==> config.mk <==
export PLATFORM = sky130hd
export DESIGN_NAME = qbw_regulator
export DESIGN_NICKNAME = d
export VERILOG_FILES = /design/src/rtl/qbw_pkg.sv /design/src/rtl/qbw_interval.sv /design/src/rtl/qbw_cfg_regs.sv /design/src/rtl/qbw_arbiter.sv /design/src/rtl/qbw_regulator.sv
export SDC_FILE = /design/constraint.sdc
export NUM_CORES = 1
export LEC_CHECK = 0
export ABC_AREA = 0
export BUFFER_PORTS_ARGS = -buffer_cell sky130_fd_sc_hd__buf_2
export CORE_MARGIN = 5
export CORE_UTILIZATION = 50
export DETAILED_ROUTE_END_ITERATION = 16
export PLACE_DENSITY = 0.67
export SLEW_MARGIN = 20
export SYNTH_ARGS = -nofsm -noshare
export SYNTH_HDL_FRONTEND = slang
export SYNTH_SLANG_ARGS = --single-unit
export TNS_END_PERCENT = 1
==> constraint.sdc <==
create_clock -name clk -period 7.51 [get_ports clk]
set_input_delay 1.502 -clock clk [delete_from_list [all_inputs] [get_ports clk]]
set_output_delay 1.502 -clock clk [all_outputs]
set_load 0.1 [all_outputs]
==> src/rtl/qbw_pkg.sv <==
package qbw_pkg;

    typedef enum logic {
        CFG_OK         = 1'b0,
        CFG_OVERCOMMIT = 1'b1
    } cfg_status_e;

    typedef struct packed {
        logic        ack;
        cfg_status_e status;
    } cfg_resp_t;

    function automatic logic [31:0] lowest_one(input logic [31:0] v);
        return v & (~v + 32'd1);
    endfunction

endpackage

==> src/rtl/qbw_interval.sv <==
module qbw_interval #(
    parameter int INTERVAL = 16
) (
    input  logic clk,
    input  logic rst,
    output logic boundary
);
    localparam int SLW = (INTERVAL > 1) ? $clog2(INTERVAL) : 1;

    logic [SLW-1:0] slot_q;

    assign boundary = (slot_q == SLW'(INTERVAL - 1));

    always_ff @(posedge clk) begin
        if (rst)           slot_q <= '0;
        else if (boundary) slot_q <= '0;
        else               slot_q <= slot_q + SLW'(1);
    end
endmodule

==> src/rtl/qbw_cfg_regs.sv <==
module qbw_cfg_regs
    import qbw_pkg::*;
#(
    parameter int NQ       = 4,
    parameter int INTERVAL = 16,
    parameter int RW       = 5,
    parameter int WW       = 4,
    parameter int QW       = 2
) (
    input  logic                   clk,
    input  logic                   rst,
    input  logic                   cfg_valid,
    input  logic [QW-1:0]          cfg_qrid,
    input  logic [RW-1:0]          cfg_rbwb,
    input  logic [WW-1:0]          cfg_weight,
    output cfg_resp_t              resp,
    output logic [NQ-1:0][RW-1:0]  rbwb,
    output logic [NQ-1:0][WW-1:0]  weight
);
    localparam int SW = RW + QW + 1;

    logic [NQ-1:0][RW-1:0] rbwb_q;
    logic [NQ-1:0][WW-1:0] weight_q;
    logic [SW-1:0]         others_sum;
    logic [SW-1:0]         new_total;
    logic                  fits;
    cfg_resp_t             resp_q;

    always_comb begin
        others_sum = '0;
        for (int i = 0; i < NQ; i++) begin
            if (QW'(i) != cfg_qrid) others_sum = others_sum + SW'(rbwb_q[i]);
        end
        new_total = others_sum + SW'(cfg_rbwb);
        fits      = (new_total <= SW'(INTERVAL));
    end

    always_ff @(posedge clk) begin
        if (rst) begin
            rbwb_q   <= '0;
            weight_q <= '0;
            resp_q   <= '{ack: 1'b0, status: CFG_OK};
        end else begin
            resp_q.ack <= cfg_valid;
            if (cfg_valid) begin
                resp_q.status <= fits ? CFG_OK : CFG_OVERCOMMIT;
                if (fits) begin
                    rbwb_q[cfg_qrid]   <= cfg_rbwb;
                    weight_q[cfg_qrid] <= cfg_weight;
                end
            end
        end
    end

    assign resp   = resp_q;
    assign rbwb   = rbwb_q;
    assign weight = weight_q;
endmodule

==> src/rtl/qbw_arbiter.sv <==
module qbw_arbiter
    import qbw_pkg::*;
#(
    parameter int NQ = 4,
    parameter int RW = 5,
    parameter int WW = 4
) (
    input  logic                  clk,
    input  logic                  rst,
    input  logic                  boundary,
    input  logic [NQ-1:0]         req,
    input  logic [NQ-1:0][RW-1:0] rbwb,
    input  logic [NQ-1:0][WW-1:0] weight,
    output logic [NQ-1:0]         gnt
);
    logic [NQ-1:0][RW-1:0] used_q;
    logic [NQ-1:0][WW-1:0] credit_q;
    logic [NQ-1:0][WW-1:0] eff_credit;
    logic [NQ-1:0]         under_res;
    logic [NQ-1:0]         contender;
    logic [NQ-1:0]         has_credit;
    logic [NQ-1:0]         eff_nz;
    logic [NQ-1:0]         cand;
    logic                  reload;
    logic                  res_phase;
    logic [31:0]           pick;

    always_comb begin
        for (int i = 0; i < NQ; i++) begin
            under_res[i]  = req[i] && (used_q[i] < rbwb[i]);
            contender[i]  = req[i] && (weight[i] != '0);
            has_credit[i] = contender[i] && (credit_q[i] != '0);
        end
        reload    = ~|has_credit;
        res_phase = |under_res;
        for (int i = 0; i < NQ; i++) begin
            eff_credit[i] = reload ? weight[i] : credit_q[i];
            eff_nz[i]     = contender[i] && (eff_credit[i] != '0);
        end
        cand = res_phase ? under_res : eff_nz;
        pick = lowest_one(32'(cand));
        gnt  = pick[NQ-1:0];
    end

    for (genvar g = 0; g < NQ; g++) begin : g_qri
        always_ff @(posedge clk) begin
            if (rst) begin
                used_q[g]   <= '0;
                credit_q[g] <= '0;
            end else if (boundary) begin
                used_q[g]   <= '0;
                credit_q[g] <= weight[g];
            end else begin
                if (gnt[g] && (used_q[g] != '1)) used_q[g] <= used_q[g] + RW'(1);
                if (!res_phase) begin
                    credit_q[g] <= gnt[g] ? eff_credit[g] - WW'(1) : eff_credit[g];
                end
            end
        end
    end
endmodule

==> src/rtl/qbw_regulator.sv <==
module qbw_regulator
    import qbw_pkg::*;
#(
    parameter int NQ       = 4,
    parameter int INTERVAL = 16,
    parameter int WW       = 4,
    parameter int RW       = $clog2(INTERVAL + 1),
    parameter int QW       = $clog2(NQ)
) (
    input  logic             clk,
    input  logic             rst,
    input  logic [NQ-1:0]    req,
    output logic [NQ-1:0]    gnt,
    input  logic             cfg_valid,
    input  logic [QW-1:0]    cfg_qrid,
    input  logic [RW-1:0]    cfg_rbwb,
    input  logic [WW-1:0]    cfg_weight,
    output logic             cfg_ack,
    output logic             cfg_err,
    output logic [NQ*RW-1:0] cap_rbwb,
    output logic [NQ*WW-1:0] cap_weight
);
    logic                  boundary;
    cfg_resp_t             resp;
    logic [NQ-1:0][RW-1:0] rbwb;
    logic [NQ-1:0][WW-1:0] weight;

    qbw_interval #(.INTERVAL(INTERVAL)) u_interval (
        .clk      (clk),
        .rst      (rst),
        .boundary (boundary)
    );

    qbw_cfg_regs #(
        .NQ(NQ), .INTERVAL(INTERVAL), .RW(RW), .WW(WW), .QW(QW)
    ) u_cfg (
        .clk        (clk),
        .rst        (rst),
        .cfg_valid  (cfg_valid),
        .cfg_qrid   (cfg_qrid),
        .cfg_rbwb   (cfg_rbwb),
        .cfg_weight (cfg_weight),
        .resp       (resp),
        .rbwb       (rbwb),
        .weight     (weight)
    );

    qbw_arbiter #(.NQ(NQ), .RW(RW), .WW(WW)) u_arb (
        .clk      (clk),
        .rst      (rst),
        .boundary (boundary),
        .req      (req),
        .rbwb     (rbwb),
        .weight   (weight),
        .gnt      (gnt)
    );

    assign cfg_ack    = resp.ack;
    assign cfg_err    = resp.ack && (resp.status == CFG_OVERCOMMIT);
    assign cap_rbwb   = rbwb;
    assign cap_weight = weight;
endmodule

# ---- After elaboration in Yosys (flattened, before gate mapping)
# Index checks and enable logic that the tools add are counted.
# W data, S select, Z words.
dict set report op_classes {
  magnitude_cmp 7
  muxes 28
  n_div 0
  n_addsub 14
  shifts 0
  n_reduce_logical 39
  bitwise_logic 2
  mul 0
  eq_ne 9
}
# cell n
set op_table {}
lappend op_table {{$mux W4} 18}
lappend op_table {{$reduce_bool A4 Y1} 12}
lappend op_table {{$add A8 B5 Y8} 3}
lappend op_table {{$mux W8} 3}
lappend op_table {{$logic_and A1 B1 Y1} 22}
lappend op_table {{$add A5 B1 Y5 const B} 4}
lappend op_table {{$bwmux W20} 1}
lappend op_table {{$lt A5 B5 Y1} 4}
lappend op_table {{$ne A5 B5 Y1 const B} 4}
lappend op_table {{$bwmux W16} 1}
lappend op_table {{$sub A4 B1 Y4 const B} 4}
lappend op_table {{$demux W5 S2} 1}
lappend op_table {{$mux W5} 2}
lappend op_table {{$add A4 B1 Y4 const B} 2}
lappend op_table {{$demux W4 S2} 1}
lappend op_table {{$le A8 B5 Y1 const B} 1}
lappend op_table {{$reduce_or A4 Y1} 2}
lappend op_table {{$add A5 B5 Y6} 1}
lappend op_table {{$and A4 B4 Y4} 1}
lappend op_table {{$eq A4 B4 Y1 const B} 1}
lappend op_table {{$ne A2 B2 Y1 const A} 2}
lappend op_table {{$not A4 Y4} 1}
lappend op_table {{$lt A2 B3 Y1 const B} 1}
lappend op_table {{$ge A2 B1 Y1 const B} 1}
lappend op_table {{other kinds (6)} 6}
dict set report word_totals {
  regBits 78
  out_inout_bits 42
  memories 0
  romBits 0
  ramBits 0
  elab_cells 118
  latch_bits 0
  in_bits 18
}

# ---- Logic depth before layout (Yosys ltp)
dict set report depth {
  depth_word 14
  ltp_mapped 24
  depth_no_buf 24
}

# ---- Modules after synthesis
# From an unflattened synthesis, not the netlist that was laid out.
dict set report hier_totals {
  hier_cells 682
  hier_area_um2 5749.3
}
# module instances area_each_um2 cells_per_inst seq_area_each_um2
set modules_own_cells {}
lappend modules_own_cells {qbw_arbiter 1 2924.1 376 720.7}
lappend modules_own_cells {qbw_cfg_regs 1 2652.5 290 760.7}
lappend modules_own_cells {qbw_interval 1 166.4 15 80.1}
lappend modules_own_cells {qbw_regulator 1 6.3 1 0.0}

# ---- Worst setup path before layout
# OpenSTA, ideal clock, no wires.
dict set report synth_path {
  path_type {input-to-reg}
  start {input cfg_qrid[1]}
  end {register u_cfg.rbwb_q (netlist bit u_cfg.rbwb[15])}
  setup_slack_ps 1272
  path_buffers 0
  arrival_ps 6167
  stages 23
  cell_sequence {nor2_1 nor2b_1 ha_1 fa_1 nand2_1 o21ai_0 inv_1 fa_1 xor2_1 nor2_1 a21o_1 ha_1 nor2b_1 o21a_1 or3_1 a21oi_1 a21oi_1 ha_1 xnor2_1 o211a_1 o211ai_1 nor2_1 mux2i_1}
}
dict set report synth_via {
  elab_chain_cells 11
}
# item line_no
set synth_rtl {}
lappend synth_rtl {{from (decl)} qbw_regulator.sv:15} ;# input logic [QW-1:0] cfg_qrid,
lappend synth_rtl {{$reduce_bool A2 Y1} qbw_cfg_regs.sv:32} ;# if (QW'(i) != cfg_qrid) others_sum = others_sum + SW'(rbwb_q[i]);
lappend synth_rtl {{$mux W5} qbw_cfg_regs.sv:32}
lappend synth_rtl {{$add A5 B5 Y6} qbw_cfg_regs.sv:32}
lappend synth_rtl {{$mux W8} qbw_cfg_regs.sv:32}
lappend synth_rtl {{$add A8 B5 Y8} qbw_cfg_regs.sv:32}
lappend synth_rtl {{$mux W8} qbw_cfg_regs.sv:32}
lappend synth_rtl {{$add A8 B5 Y8} qbw_cfg_regs.sv:32}
lappend synth_rtl {{$mux W8} qbw_cfg_regs.sv:32}
lappend synth_rtl {{$add A8 B5 Y8} qbw_cfg_regs.sv:34} ;# new_total = others_sum + SW'(cfg_rbwb);
lappend synth_rtl {{$le A8 B5 Y1} qbw_cfg_regs.sv:35} ;# fits = (new_total <= SW'(INTERVAL));
lappend synth_rtl {{$reduce_and A2 Y1 (no source line)} -}
lappend synth_rtl {{to (signal, indexed assignment)} qbw_cfg_regs.sv:48} ;# rbwb_q[cfg_qrid] <= cfg_rbwb;
lappend synth_rtl {{to (decl)} qbw_cfg_regs.sv:22} ;# logic [NQ-1:0][RW-1:0] rbwb_q;
# Parallel ways exist; a longest one is shown, timed or not.
# A chain may end at the register's enable or synchronous reset.

# ---- Final worst setup path
dict set report layout_path {
  start {input cfg_qrid[1]}
  end {register u_cfg.rbwb_q (netlist bit u_cfg.rbwb[1])}
}
# Same word-level chain as after synthesis.

==> reports/results.ini <==
[worst_setup_path]
r2r_cells=20
required_ps=7780
critPathKind=input pin to flop
crit_path_start_kind=input pin
cp-end-kind=flop
cp_data_arrival_time_ps=6980
crit_fanout=9

[placed_design]
placed_cell_area_um2=5959
place_hpwl_um=11110
gp_congestion=0.8845
io_buffers=59

[final_layout]
post-route-util=0.5630
drive_above_1_share=0.1401
final_cell_area_um2=6130
nNetsFinal=755
n_antenna_cell=0
area_growth_pct=9.769

[clock_tree]
post_cts_buffers=0
cts-resized-gates=0
cts.sinks=78
clock-root-buffer=clkbuf_8
cts_tree=built
cts_hold_buf=0
clkLatencyLatePin_ps=360
cts_buffers=9
clk_pin_slew_worst_paths_ps=80
clock_path_buffers=2
cts_max_level=3

[floorplan]
row_count=38
initial_core_util=0.5129
die_y_um=115.7
design.die.area_um2=13380
ioPinCount=60
core-area_um2=10890
die_w_um=115.7

[timing]
skew_ps=9.943
fin_tns_setup_ps=0
clock.fmax_mhz=149.1
final_hold_viol_count=0
rsz0062_at_grt=false
slew_viol_final=0
fin_crit_sh=0.8932
relSlewSlack=0.3041
setup_viol=0
timing.final.crit_period_ps=6708
tightest_slew_ps=1044

[pwr]
ir_drop_mv=0.1230
power_density_nw_per_um2=189.5
total_power_mw=1.162
p_leak_nw=2.905

[synthesis]
synth_top_cell_by_area=dfxtp_1
yosys_warnings=0
yosysUniqueCellTypes=62
ys_async_sr_fraction=0
synth_most_common_cell=dfxtp_1
synth_seq_cells=78
ys.flop_type=dfxtp_1
ys_top_cells_by_count=dfxtp_1, mux2i_1, nand2b_1
syn_nets=707
syn_inst=634
synth-seq-area-share=0.2796
syn_area_um2=5584
synth_edf_count=0
ys_top_cells_by_area=dfxtp_1, ha_1, mux2i_1
avgSynthCellArea_um2=8.808
synth.top_cell.area_share=0.2796

[global_routing]
top_usage_layer=met2
grt_max_degree=65
grt.met1_usage=0.2784
met2_usage=0.3831
grt_overflow=0
grt_antenna_before_repair=0
grt.met3_usage=0.04334
grt_pass1_vias=4747
grt_pass1_wl_um=23650
track_usage=0.2229

[detailed_routing]
routed_wl_um=14530
ant_nets=0
wl_per_cell_um=17.61
dr_total_vias=4836
drc_errors=0
dr.first_iter.drc_count=261
vias_per_cell=5.862
firstDrtPassIters=5

[job]
maxCapViolCount=0

[hold_path]
hold_path.class=flop to flop
hold_path_depth=1

[status]
status=finished clean

[cells by family (layout without fill, tap and decap cells)]
group / after synthesis / in the layout / share of synthesized area
DFF: 78 / 78 / 0.2796
muxes: 70 / 70 / 0.1275
xor gates and xnor gates: 32 / 32 / 0.05288
adders and majority gates: 55 / 55 / 0.1286
and+or+nand+nor: 210 / 210 / 0.2030
buffers and inverters: 60 / 111 / 0.04526
AOI/OAI and AO/OA: 129 / 129 / 0.1631
[state kept, by name, indices dropped and copies added, names as in the netlist]
register           flops
u_arb.used_q          20
u_interval.slot_q      4
u_cfg.weight          16
u_cfg.resp             2
u_arb.credit_q        16
u_cfg.rbwb            20
[layer usage]
metal,vias up,share of wire
met2,129,0.48
met1,2310,0.45
li1,2367,-
met4,0,0.025
met3,30,0.049
met5,-,0
[per-stage QoR]
step	setup slack (ps)	instances	hold slack (ps)
after floorplan	1272	634	417.9
after global placement	676.6	811	430.2
after detailed placement	511.2	811	442.2
after CTS	874.2	825	453.9
after global routing	482.6	825	475.5
final	801.8	825	454.3
[final timing paths]
kind                              from                    to  slack (ps)
hold reg to reg   u_interval.slot_q[0]  u_interval.slot_q[0]         450
setup / recovery           cfg_qrid[1]         u_cfg.rbwb[1]         800
hold / removal    u_interval.slot_q[0]  u_interval.slot_q[0]         450
setup reg to reg         u_cfg.rbwb[0]         u_cfg.rbwb[1]        2020
[cells in the final DEF (no fill, tap or decap), types with 5 or more instances in the layout]
cell type / count
clkbuf_8: 9
a21o_1: 7
nor2_1: 51
or3_1: 7
and3_1: 18
ha_1: 51
mux2i_1: 61
nand3_1: 13
nand2_1: 27
o21ai_1: 10
and2_1: 5
o21ai_0: 16
nand2b_1: 52
o22ai_1: 14
xnor2_1: 21
nor2b_1: 7
dfxtp_1: 78
xor2_1: 10
a211oi_1: 6
buf_2: 59
a21oi_1: 39
nand4_1: 5
mux2_2: 6
inv_1: 33
[area by class of cell]
type / instances / area [um2]
tap: 140 / 175.2
clock inverter: 2 / 35.03
timing repair buffer: 63 / 325.3
multi-input combinational: 496 / 3770
fill: 1004 / 4758
inverter: 34 / 127.6
clock buffer: 12 / 135.1
sequential: 78 / 1562
[critical path, cell delays in order]
cell and delay (ps):
buf_2 130, nor2_1 350, nor2b_1 90, ha_1 230, fa_1 520, nand2_1 50
o21ai_0 120, inv_1 100, fa_1 490, nand2_1 80, o21a_1 160, inv_1 60
fa_1 470, mux2i_1 240, ha_1 280, a21o_1 190, a21oi_1 230, xnor2_1 100
nor4b_1 360, o211a_1 310, nand4_1 570, mux2i_1 340
[power by group]
part / internal [mW] / switching [mW]
sequential: 0.439 / 0.0333
combinational: 0.132 / 0.257
clock: 0.150 / 0.151
total: 0.720 / 0.442
No activity file was read; power rests on OpenSTA's default activity.
